$ cat src/rtl/rstCausePkg.sv
package rstCausePkg;
  localparam int NSRC      = 8;
  localparam int BIT_POR   = 0;
  localparam int BIT_BOR   = 1;
  localparam int BIT_SW    = 2;
  localparam int BIT_WDT   = 3;
  localparam int BIT_ILL   = 4;
  localparam int BIT_CFG   = 5;
  localparam int BIT_MCLR  = 6;
  localparam int BIT_TRAP  = 7;

  typedef struct packed {
    logic [NSRC-1:0] hwSet;
    logic            porWipe;
  } causeStrobe_t;
endpackage

$ cat src/rtl/pinFilter.sv
module pinFilter #(
  parameter int FILT_LEN = 4
) (
  input  logic clk,
  input  logic rst,
  input  logic pinIn,
  output logic pinOk
);
  localparam int CW = $clog2(FILT_LEN + 1);
  localparam logic [CW-1:0] FULL = CW'(FILT_LEN);

  logic [CW-1:0] runCnt;

  always_ff @(posedge clk) begin
    if (rst || !pinIn) runCnt <= '0;
    else if (runCnt != FULL) runCnt <= runCnt + 1'b1;
  end

  assign pinOk = (runCnt == FULL);


  pin_held_chk: assert property (@(posedge clk) disable iff (rst)
    pinOk |-> $past(pinIn));
endmodule

$ cat src/rtl/rstSeqCtl.sv
module rstSeqCtl
  import rstCausePkg::*;
#(
  parameter int HOLD_CYC = 16
) (
  input  logic            clk,
  input  logic [NSRC-1:0] srcReq,
  output logic            sysRst,
  output causeStrobe_t    strobe
);
  localparam int HW = $clog2(HOLD_CYC + 1);
  localparam logic [HW-1:0] HOLD_LD = HW'(HOLD_CYC);

  logic          anyReq;
  logic [HW-1:0] holdCnt;

  assign anyReq = |srcReq;

  always_ff @(posedge clk) begin
    if (anyReq) holdCnt <= HOLD_LD;
    else if (holdCnt != '0) holdCnt <= holdCnt - 1'b1;
  end

  assign sysRst = anyReq || (holdCnt != '0);

  assign strobe.hwSet   = srcReq;
  assign strobe.porWipe = srcReq[BIT_POR];


  req_rst_chk: assert property (@(posedge clk) disable iff (srcReq[BIT_POR])
    (|$past(srcReq)) |-> sysRst);

  release_quiet_chk: assert property (@(posedge clk) disable iff (srcReq[BIT_POR])
    $fell(sysRst) |-> !(|$past(srcReq)));

  hold_range_chk: assert property (@(posedge clk) disable iff (srcReq[BIT_POR])
    holdCnt <= HOLD_LD);
endmodule

$ cat src/rtl/causeFlags.sv
module causeFlags
  import rstCausePkg::*;
(
  input  logic            clk,
  input  causeStrobe_t    strobe,
  input  logic            regWe,
  input  logic [NSRC-1:0] regWdata,
  output logic [NSRC-1:0] flags
);
  logic [NSRC-1:0] baseVal;

  assign baseVal = regWe ? regWdata : flags;

  always_ff @(posedge clk) begin
    if (strobe.porWipe) flags <= NSRC'(1) << BIT_POR;
    else                flags <= baseVal | strobe.hwSet;
  end


  hw_set_chk: assert property (@(posedge clk) disable iff (strobe.porWipe)
    (|strobe.hwSet) |=> ((flags & $past(strobe.hwSet)) == $past(strobe.hwSet)));

  sticky_chk: assert property (@(posedge clk) disable iff (strobe.porWipe)
    (!regWe && strobe.hwSet == '0) |=> $stable(flags));

  por_wipe_chk: assert property (@(posedge clk) disable iff (strobe.porWipe)
    $fell(strobe.porWipe) |-> flags == (NSRC'(1) << BIT_POR));
endmodule

$ cat src/rtl/reset_cause_ctl.sv
module reset_cause_ctl
  import rstCausePkg::*;
#(
  parameter int FILT_LEN = 4,
  parameter int HOLD_CYC = 16
) (
  input  logic       clk,
  input  logic       porReq,
  input  logic       borReq,
  input  logic       mclrPin,
  input  logic       swReq,
  input  logic       wdtReq,
  input  logic       trapReq,
  input  logic       illegalReq,
  input  logic       cfgReq,
  input  logic       regWe,
  input  logic [7:0] regWdata,
  output logic [7:0] regRdata,
  output logic       sysRst
);
  logic            mclrOk;
  logic [NSRC-1:0] srcReq;
  causeStrobe_t    strobe;

  pinFilter #(.FILT_LEN(FILT_LEN)) u_filt (
    .clk(clk), .rst(porReq), .pinIn(mclrPin), .pinOk(mclrOk)
  );

  always_comb begin
    srcReq           = '0;
    srcReq[BIT_POR]  = porReq;
    srcReq[BIT_BOR]  = borReq;
    srcReq[BIT_SW]   = swReq;
    srcReq[BIT_WDT]  = wdtReq;
    srcReq[BIT_ILL]  = illegalReq;
    srcReq[BIT_CFG]  = cfgReq;
    srcReq[BIT_MCLR] = mclrOk;
    srcReq[BIT_TRAP] = trapReq;
  end

  rstSeqCtl #(.HOLD_CYC(HOLD_CYC)) u_ctl (
    .clk(clk), .srcReq(srcReq), .sysRst(sysRst), .strobe(strobe)
  );

  causeFlags u_flags (
    .clk(clk), .strobe(strobe), .regWe(regWe), .regWdata(regWdata),
    .flags(regRdata)
  );
endmodule

$ cat config.mk
export PLATFORM = sky130hd
export DESIGN_NAME = reset_cause_ctl
export DESIGN_NICKNAME = d
export VERILOG_FILES = /design/src/rtl/rstCausePkg.sv /design/src/rtl/pinFilter.sv /design/src/rtl/rstSeqCtl.sv /design/src/rtl/causeFlags.sv /design/src/rtl/reset_cause_ctl.sv
export SDC_FILE = /design/constraint.sdc
export NUM_CORES = 1
export LEC_CHECK = 0
export CORE_MARGIN = 2
export CORE_UTILIZATION = 45
export DETAILED_ROUTE_END_ITERATION = 10
export PLACE_DENSITY_LB_ADDON = 0.12
export REMOVE_ABC_BUFFERS = 1
export SLEW_MARGIN = 20
export SYNTH_ARGS = -nofsm -noshare
export SYNTH_HDL_FRONTEND = slang
export SYNTH_SLANG_ARGS = --single-unit
export TNS_END_PERCENT = 20
$ cat constraint.sdc
create_clock -name clk -period 2.88 [get_ports clk]
set_input_delay 0.864 -clock clk [delete_from_list [all_inputs] [get_ports clk]]
set_output_delay 0.864 -clock clk [all_outputs]
set_load 0.05 [all_outputs]
==> flow_summary.toml, run 1 <==
[status]
status = "finished, final reports clean"

[synthesis]
syn_area_per_cell_um2 = 9.23
ys_seq_elements = 16
netlist_area_um2 = 711
postSynthCellCount = 77
ys_warn_count = 0
ys_types = 22
seq_area_frac_synth = 0.451

[global_route]
grt_pass1_wl_um = 2630
gr-total-overflow = 0
grt_max_degree = 16
grt_pass1_vias = 627
track_usage = 0.185
antenna_found_initial = 0

[floorplan]
rows = 14
die_y_um = 43.7
coreArea_um2 = 1490
initial_core_util = 0.477
dieArea_um2 = 1910
die_width_um = 43.7
io_pins = 27

[power]
power_switching_share = 0.262
p_clk_frac = 0.302
p_switching_uw = 126
power_density_nw_per_um2 = 460
vdd_ir_drop_max_v = 0.000400
power.internal_uw = 355
leakagePower_uw = 0.000412
fin_total_pwr_uw = 481
power_frac_seq = 0.491
pwr-share-comb = 0.207

[timing]
fin_ws_ps = 12.7
final_max_slew_viol_count = 0
finalCriticalPeriod_ps = 2870
setup-violations-final = 0
tightest_slew_ps = 511
fmax_ghz = 0.349
skew_ps = 0.801
hold_viol_final = 0
timing.final.crit_share = 0.996
relSlewSlack = 0.658

[setup_path]
cp_cell_sequence = "clkdlybuf4s50_1 -> nor4_4 -> nand4_1 -> buf_6"
ff2ff_setup_slack_ps = 1460
critical_path_class = "in2out"
crit_path_start_kind = "primary input"
cp_top_family = "buffers and inverters"
cp_slowest_stage_delay_ps = 460
cp.arrival_ps = 2000
cp_num_buf_inv = 2
rr_worst_depth = 4
critical_path_required_ps = 2020
worstPathMaxFanout = 2
crit_slowest_cell = "clkdlybuf4s50_1"
cp.depth = 4
end_kind = "output port"

[min_path]
whs_path_depth = 2
holdCritPathClass = "reg2reg"

[clocking]
cts.htree.levels = 1
cts_buffers = 3
cts_hold_buffers = 0
insertion_delay_ps = 270
ctsRootBufferMaster = "clkbuf_4"
numClockSinks = 16
tritoncts = "yes"
ctsLongestPathBuffers = 2
clkTransAtPathRegs_ps = 90

[detailed_routing]
antenna_left = 0
wl_per_cell_um = 11.8
first_iter_violations = 2
viasPerCell = 5.04
via_count = 625
drt_first_pass_iters = 4
drt_wl_total_um = 1460
route.detailed.drc = 0

[layout]
antenna_cells = 0
final.fill_count = 128
nets = 130
drive_above_1_share = 0.111
area_growth_pct = 47.2

[place]
place_ws_ps = -8.07
gp_congestion = 0.725
numPortBuffers = 26
dp_hpwl_um = 1150

[flow_run]
maxCapViolations = 0
-- layout by cell type (no fill, tap or decap) --
master	synthesis	layout
dlymetal6s2s_1	0	1
clkbuf_4	0	3
ha_1	3	3
mux2i_1	1	1
a211oi_1	6	6
nand3_1	2	2
nand2b_1	1	1
nor4_4	0	1
a21oi_1	2	2
nor2_1	13	13
buf_4	0	3
nand4_1	1	1
xnor2_1	3	3
a211o_1	1	1
nor4b_2	1	1
nor2b_1	7	7
a211oi_2	1	1
buf_6	1	1
a21o_1	1	1
clkdlybuf4s50_1	0	24
nand2_1	4	4
inv_1	4	4
clkbuf_8	0	1
or4b_4	1	1
nor3_1	6	6
dfxtp_1	16	16
-- registers in the layout (all words and copies together) (netlist names) --
| name | count |
|---|---|
| u_ctl.holdCnt | 5 |
| u_flags.flags | 8 |
| u_filt.runCnt | 3 |
-- stage by stage --
| step | hold WS (ps) | instances | instance area [um2] | TNS, ps | util |
|---|---|---|---|---|---|
| after floorplan | 460 | 75 | 694 | 0 | - |
| after global placement | 482 | 118 | 980 | 0 | 0.658 |
| after detailed placement | 494 | 118 | 980 | -8.07 | 0.658 |
| after CTS | 508 | 123 | 1030 | 0 | 0.693 |
| after global routing | 520 | 124 | 1050 | -38.2 | 0.703 |
| final | 496 | 124 | 1050 | 0 | 0.703 |
-- synthesized netlist by cell type --
library cell   n  area (um2)
a211o_1        1        8.76
a211oi_1       6        45.0
a211oi_2       1        12.5
a21o_1         1        7.51
a21oi_1        2        10.0
buf_2          1        5.00
buf_6          1        11.3
dfxtp_1       16         320
ha_1           3        37.5
inv_1          4        15.0
mux2i_1        1        10.0
nand2_1        4        15.0
nand2b_1       1        6.26
nand3_1        2        10.0
nand4_1        1        6.26
nor2_1        13        48.8
nor2b_1        7        43.8
nor3_1         6        30.0
nor4_2         1        12.5
nor4b_2        1        15.0
or4b_4         1        13.8
xnor2_1        3        26.3
-- routing by layer --
metal  up-vias  part of all wire  GRT usage
met1       278              0.42      0.208
met5         -                 0          0
li1        331                 -          -
met3         2             0.062     0.0625
met2        14              0.50      0.326
met4         0            0.0096     0.0545
-- kinds of logic after synthesis --
logic type | share of synthesized area
AO/OA/AOI/OAI | 0.118
XOR/XNOR | 0.0370
adder cells (fa/ha/maj) | 0.0528
buffers and inverters | 0.0440
flip-flops | 0.451
multiplexers | 0.0141
AND/OR/NAND/NOR | 0.283
-- layout make-up --
| cell class | instances | area, um2 | share of cell area |
|---|---|---|---|
| timing repair buffer | 29 | 287 | 0.274 |
| multi-input combinational | 55 | 368 | 0.352 |
| sequential | 16 | 320 | 0.306 |
| clock buffer | 4 | 36.3 | 0.0347 |
| inverter | 4 | 15.0 | 0.0144 |
| tap | 16 | 20.0 | 0.0191 |
-- path summary, 6_finish.rpt --
kind,from,endpoint
max,borReq,sysRst
min,u_filt.runCnt[1],u_filt.runCnt[1]
max reg2reg,u_ctl.holdCnt[0],u_ctl.holdCnt[1]
min reg2reg,u_filt.runCnt[1],u_filt.runCnt[1]
-- power groups by stage --
stage / combinational, uW / clock [uW] / sequential [uW]
2_1_floorplan: 20.0 / 0 / 269
3_3_place_gp: 96.4 / 0 / 241
3_5_place_dp: 97.9 / 0 / 242
4_1_cts: 100 / 149 / 237
5_1_grt: 106 / 160 / 238
6_report: 99.7 / 145 / 237
-- worst register-to-register path, stage by stage (launching register included) --
cell	delay, ps
dfxtp_1	330
inv_1	70
ha_1	220
or4b_4	500
a211oi_2	230
-- what timing repair did --
item / 4_1_cts / 5_1_grt
resized for setup: 1 / 2
buffers inserted: 1 / 1
endpoints found under the setup margin: 1 / 1
cloned: 0 / 0
pin swaps: 1 / 1
No activity file was read; power rests on OpenSTA's default activity.
==> inputs of run 2 (changes only) <==
--- a/config.mk
+++ b/config.mk
@@ -5,9 +5,10 @@
 export SDC_FILE = /design/constraint.sdc
 export NUM_CORES = 1
 export LEC_CHECK = 0
-export CORE_MARGIN = 2
+export CORE_MARGIN = 1
 export CORE_UTILIZATION = 45
 export DETAILED_ROUTE_END_ITERATION = 10
+export GPL_TIMING_DRIVEN = 0
 export PLACE_DENSITY_LB_ADDON = 0.12
 export REMOVE_ABC_BUFFERS = 1
 export SLEW_MARGIN = 20
==> run 2 against run 1 <==
Compared with the run above: via count rose by 0.64%; non-clock buffer count shrank 3; setup slack improved by 48 ps; die area down 8.9%; worst hold slack better by 4.9 ps; sequential power barely moved.
==> flow_summary.toml, run 2 (synthesis results as in run 1) <==
[status]
status = "finished, final reports clean"

[timing]
relSlewSlack = 0.656
hold_ws_ps = 501
hold_viol_final = 0
finalCriticalPeriod_ps = 2820
timing.final.crit_share = 0.979
setup-violations-final = 0
final_max_slew_viol_count = 0
skew_ps = 6.40
fmax_ghz = 0.355
setup_tns_ps = 0
tightest_slew_ps = 515
grt_setup_unrepaired = "false"

[detailed_routing]
dr_wl_met3_um = 54
viasPerCell = 5.24
via_count = 629
wl_per_cell_um = 11.9
first_iter_violations = 18
antenna_left = 0
highest_layer = "met4"
drt_first_pass_iters = 4
wl_met2_um = 722
drt-met1-wl_um = 651
drt_wl_total_um = 1430
route.detailed.drc = 0

[global_route]
grt_pass1_wl_um = 2480
grt_pass1_vias = 623
grt_max_degree = 16
gr-total-overflow = 0
track_usage = 0.183
antenna_found_initial = 0

[clocking]
cts_hold_buffers = 0
ctsRootBufferMaster = "clkbuf_4"
ctsLongestPathBuffers = 2
tritoncts = "yes"
clkTransAtPathRegs_ps = 90
cts_setup_buffers = 0
cts.htree.levels = 1
cts_buffers = 3
numClockSinks = 16
insertion_delay_ps = 290

[place]
gp_congestion = 0.762
numPortBuffers = 26
place_inst = 116
dpl_cell_area_um2 = 973
dp_hpwl_um = 1140

[min_path]
min_from = "u_filt.runCnt[1]"
whs_path_depth = 2
holdCritPathClass = "reg2reg"
min_to = "u_filt.runCnt[1]"

[setup_path]
critical_path_class = "in2out"
cp_num_buf_inv = 2
cp_slowest_stage_delay_ps = 420
worstPathMaxFanout = 2
timing.rr.end = "u_ctl.holdCnt[1]"
cp.arrival_ps = 1960
end_kind = "output port"
rr_worst_depth = 4
ff2ff_setup_slack_ps = 1470
cp_top_family = "buffers and inverters"
cp_cell_sequence = "clkdlybuf4s50_1 -> nor3_1 -> nand4_1 -> buf_6"
cp.depth = 4
crit_path_start_kind = "primary input"
critical_path_required_ps = 2020
r2r_start = "u_ctl.holdCnt[0]"
crit_slowest_cell = "clkdlybuf4s50_1"

[layout]
multi_input_area_um2 = 368
reg_top3 = "u_flags.flags: 8 flops, u_ctl.holdCnt: 5 flops, u_filt.runCnt: 3 flops"
final.fill_count = 91
antenna_cells = 0
stdcell_count = 120
top_register = "u_flags.flags"
drive_above_1_share = 0.0857
design_area_um2 = 1020
regArea_um2 = 320
nets = 127
final_cell_mix = "clkdlybuf4s50_1 (22), dfxtp_1 (16), nor2_1 (13), nor2b_1 (7)"
area_growth_pct = 44.0
final_common_cell = "clkdlybuf4s50_1"
largest_register_ffs = 8

[power]
power_density_nw_per_um2 = 473
p_clk_frac = 0.311
power_switching_share = 0.271
leakagePower_uw = 0.000407
power_frac_seq = 0.488
p_switching_uw = 131
pwr-share-comb = 0.200
power.internal_uw = 353
vdd_ir_drop_max_v = 0.000280

[floorplan]
die_width_um = 41.7
coreArea_um2 = 1380
dieArea_um2 = 1740
rows = 13
initial_core_util = 0.514
io_pins = 27
die_y_um = 41.7

[flow_run]
maxCapViolations = 0
run 2: tightest hold or removal path: cells and delay by family, from the launching register on:
kind / cells / cell delay (ps)
compound gates: 1 / 60
flops: 1 / 340
simple gates: 1 / 70
run 2: worst max path at each step:
stage | from | end | slack [ps]
after detailed placement | porReq | sysRst | -650
after global placement | porReq | sysRst | -680
after floorplan | cfgReq | sysRst | 350
final | illegalReq | sysRst | 60
after CTS | cfgReq | sysRst | 3
after global routing | illegalReq | sysRst | 0.7
run 2: layout make-up:
type / count / area share
clock buffer: 4 / 0.0355
timing repair buffer: 26 / 0.259
inverter: 4 / 0.0147
sequential: 16 / 0.313
tap: 15 / 0.0183
multi-input combinational: 55 / 0.359
run 2: repair_timing:
action	4_1_cts	5_1_grt
resized for setup	7	4
endpoints found under the setup margin	1	1
pin swaps	0	2
hold endpoints to repair	0	0
run 2: stage by stage:
step	utilization	setup WS, ps	total power (uW)
2_1_floorplan	-	351	289
3_3_place_gp	0.704	-684	337
3_5_place_dp	0.704	-648	338
4_1_cts	0.728	2.72	486
5_1_grt	0.740	0.750	501
6_report	0.740	61.0	484
run 2: power by group through the flow:
stage	sequential (uW)	combinational, uW	clock [uW]
after floorplan	269	20.0	0
after global placement	241	95.4	0
after detailed placement	241	96.7	0
after CTS	236	96.5	153
after global routing	238	103	160
final	236	97.0	151
run 2: routing by layer:
layer | vias to the layer above | GRT usage
li1 | 322 | -
met1 | 288 | 0.217
met2 | 17 | 0.325
met3 | 2 | 0.0391
met4 | 0 | 0.0581
met5 | - | 0
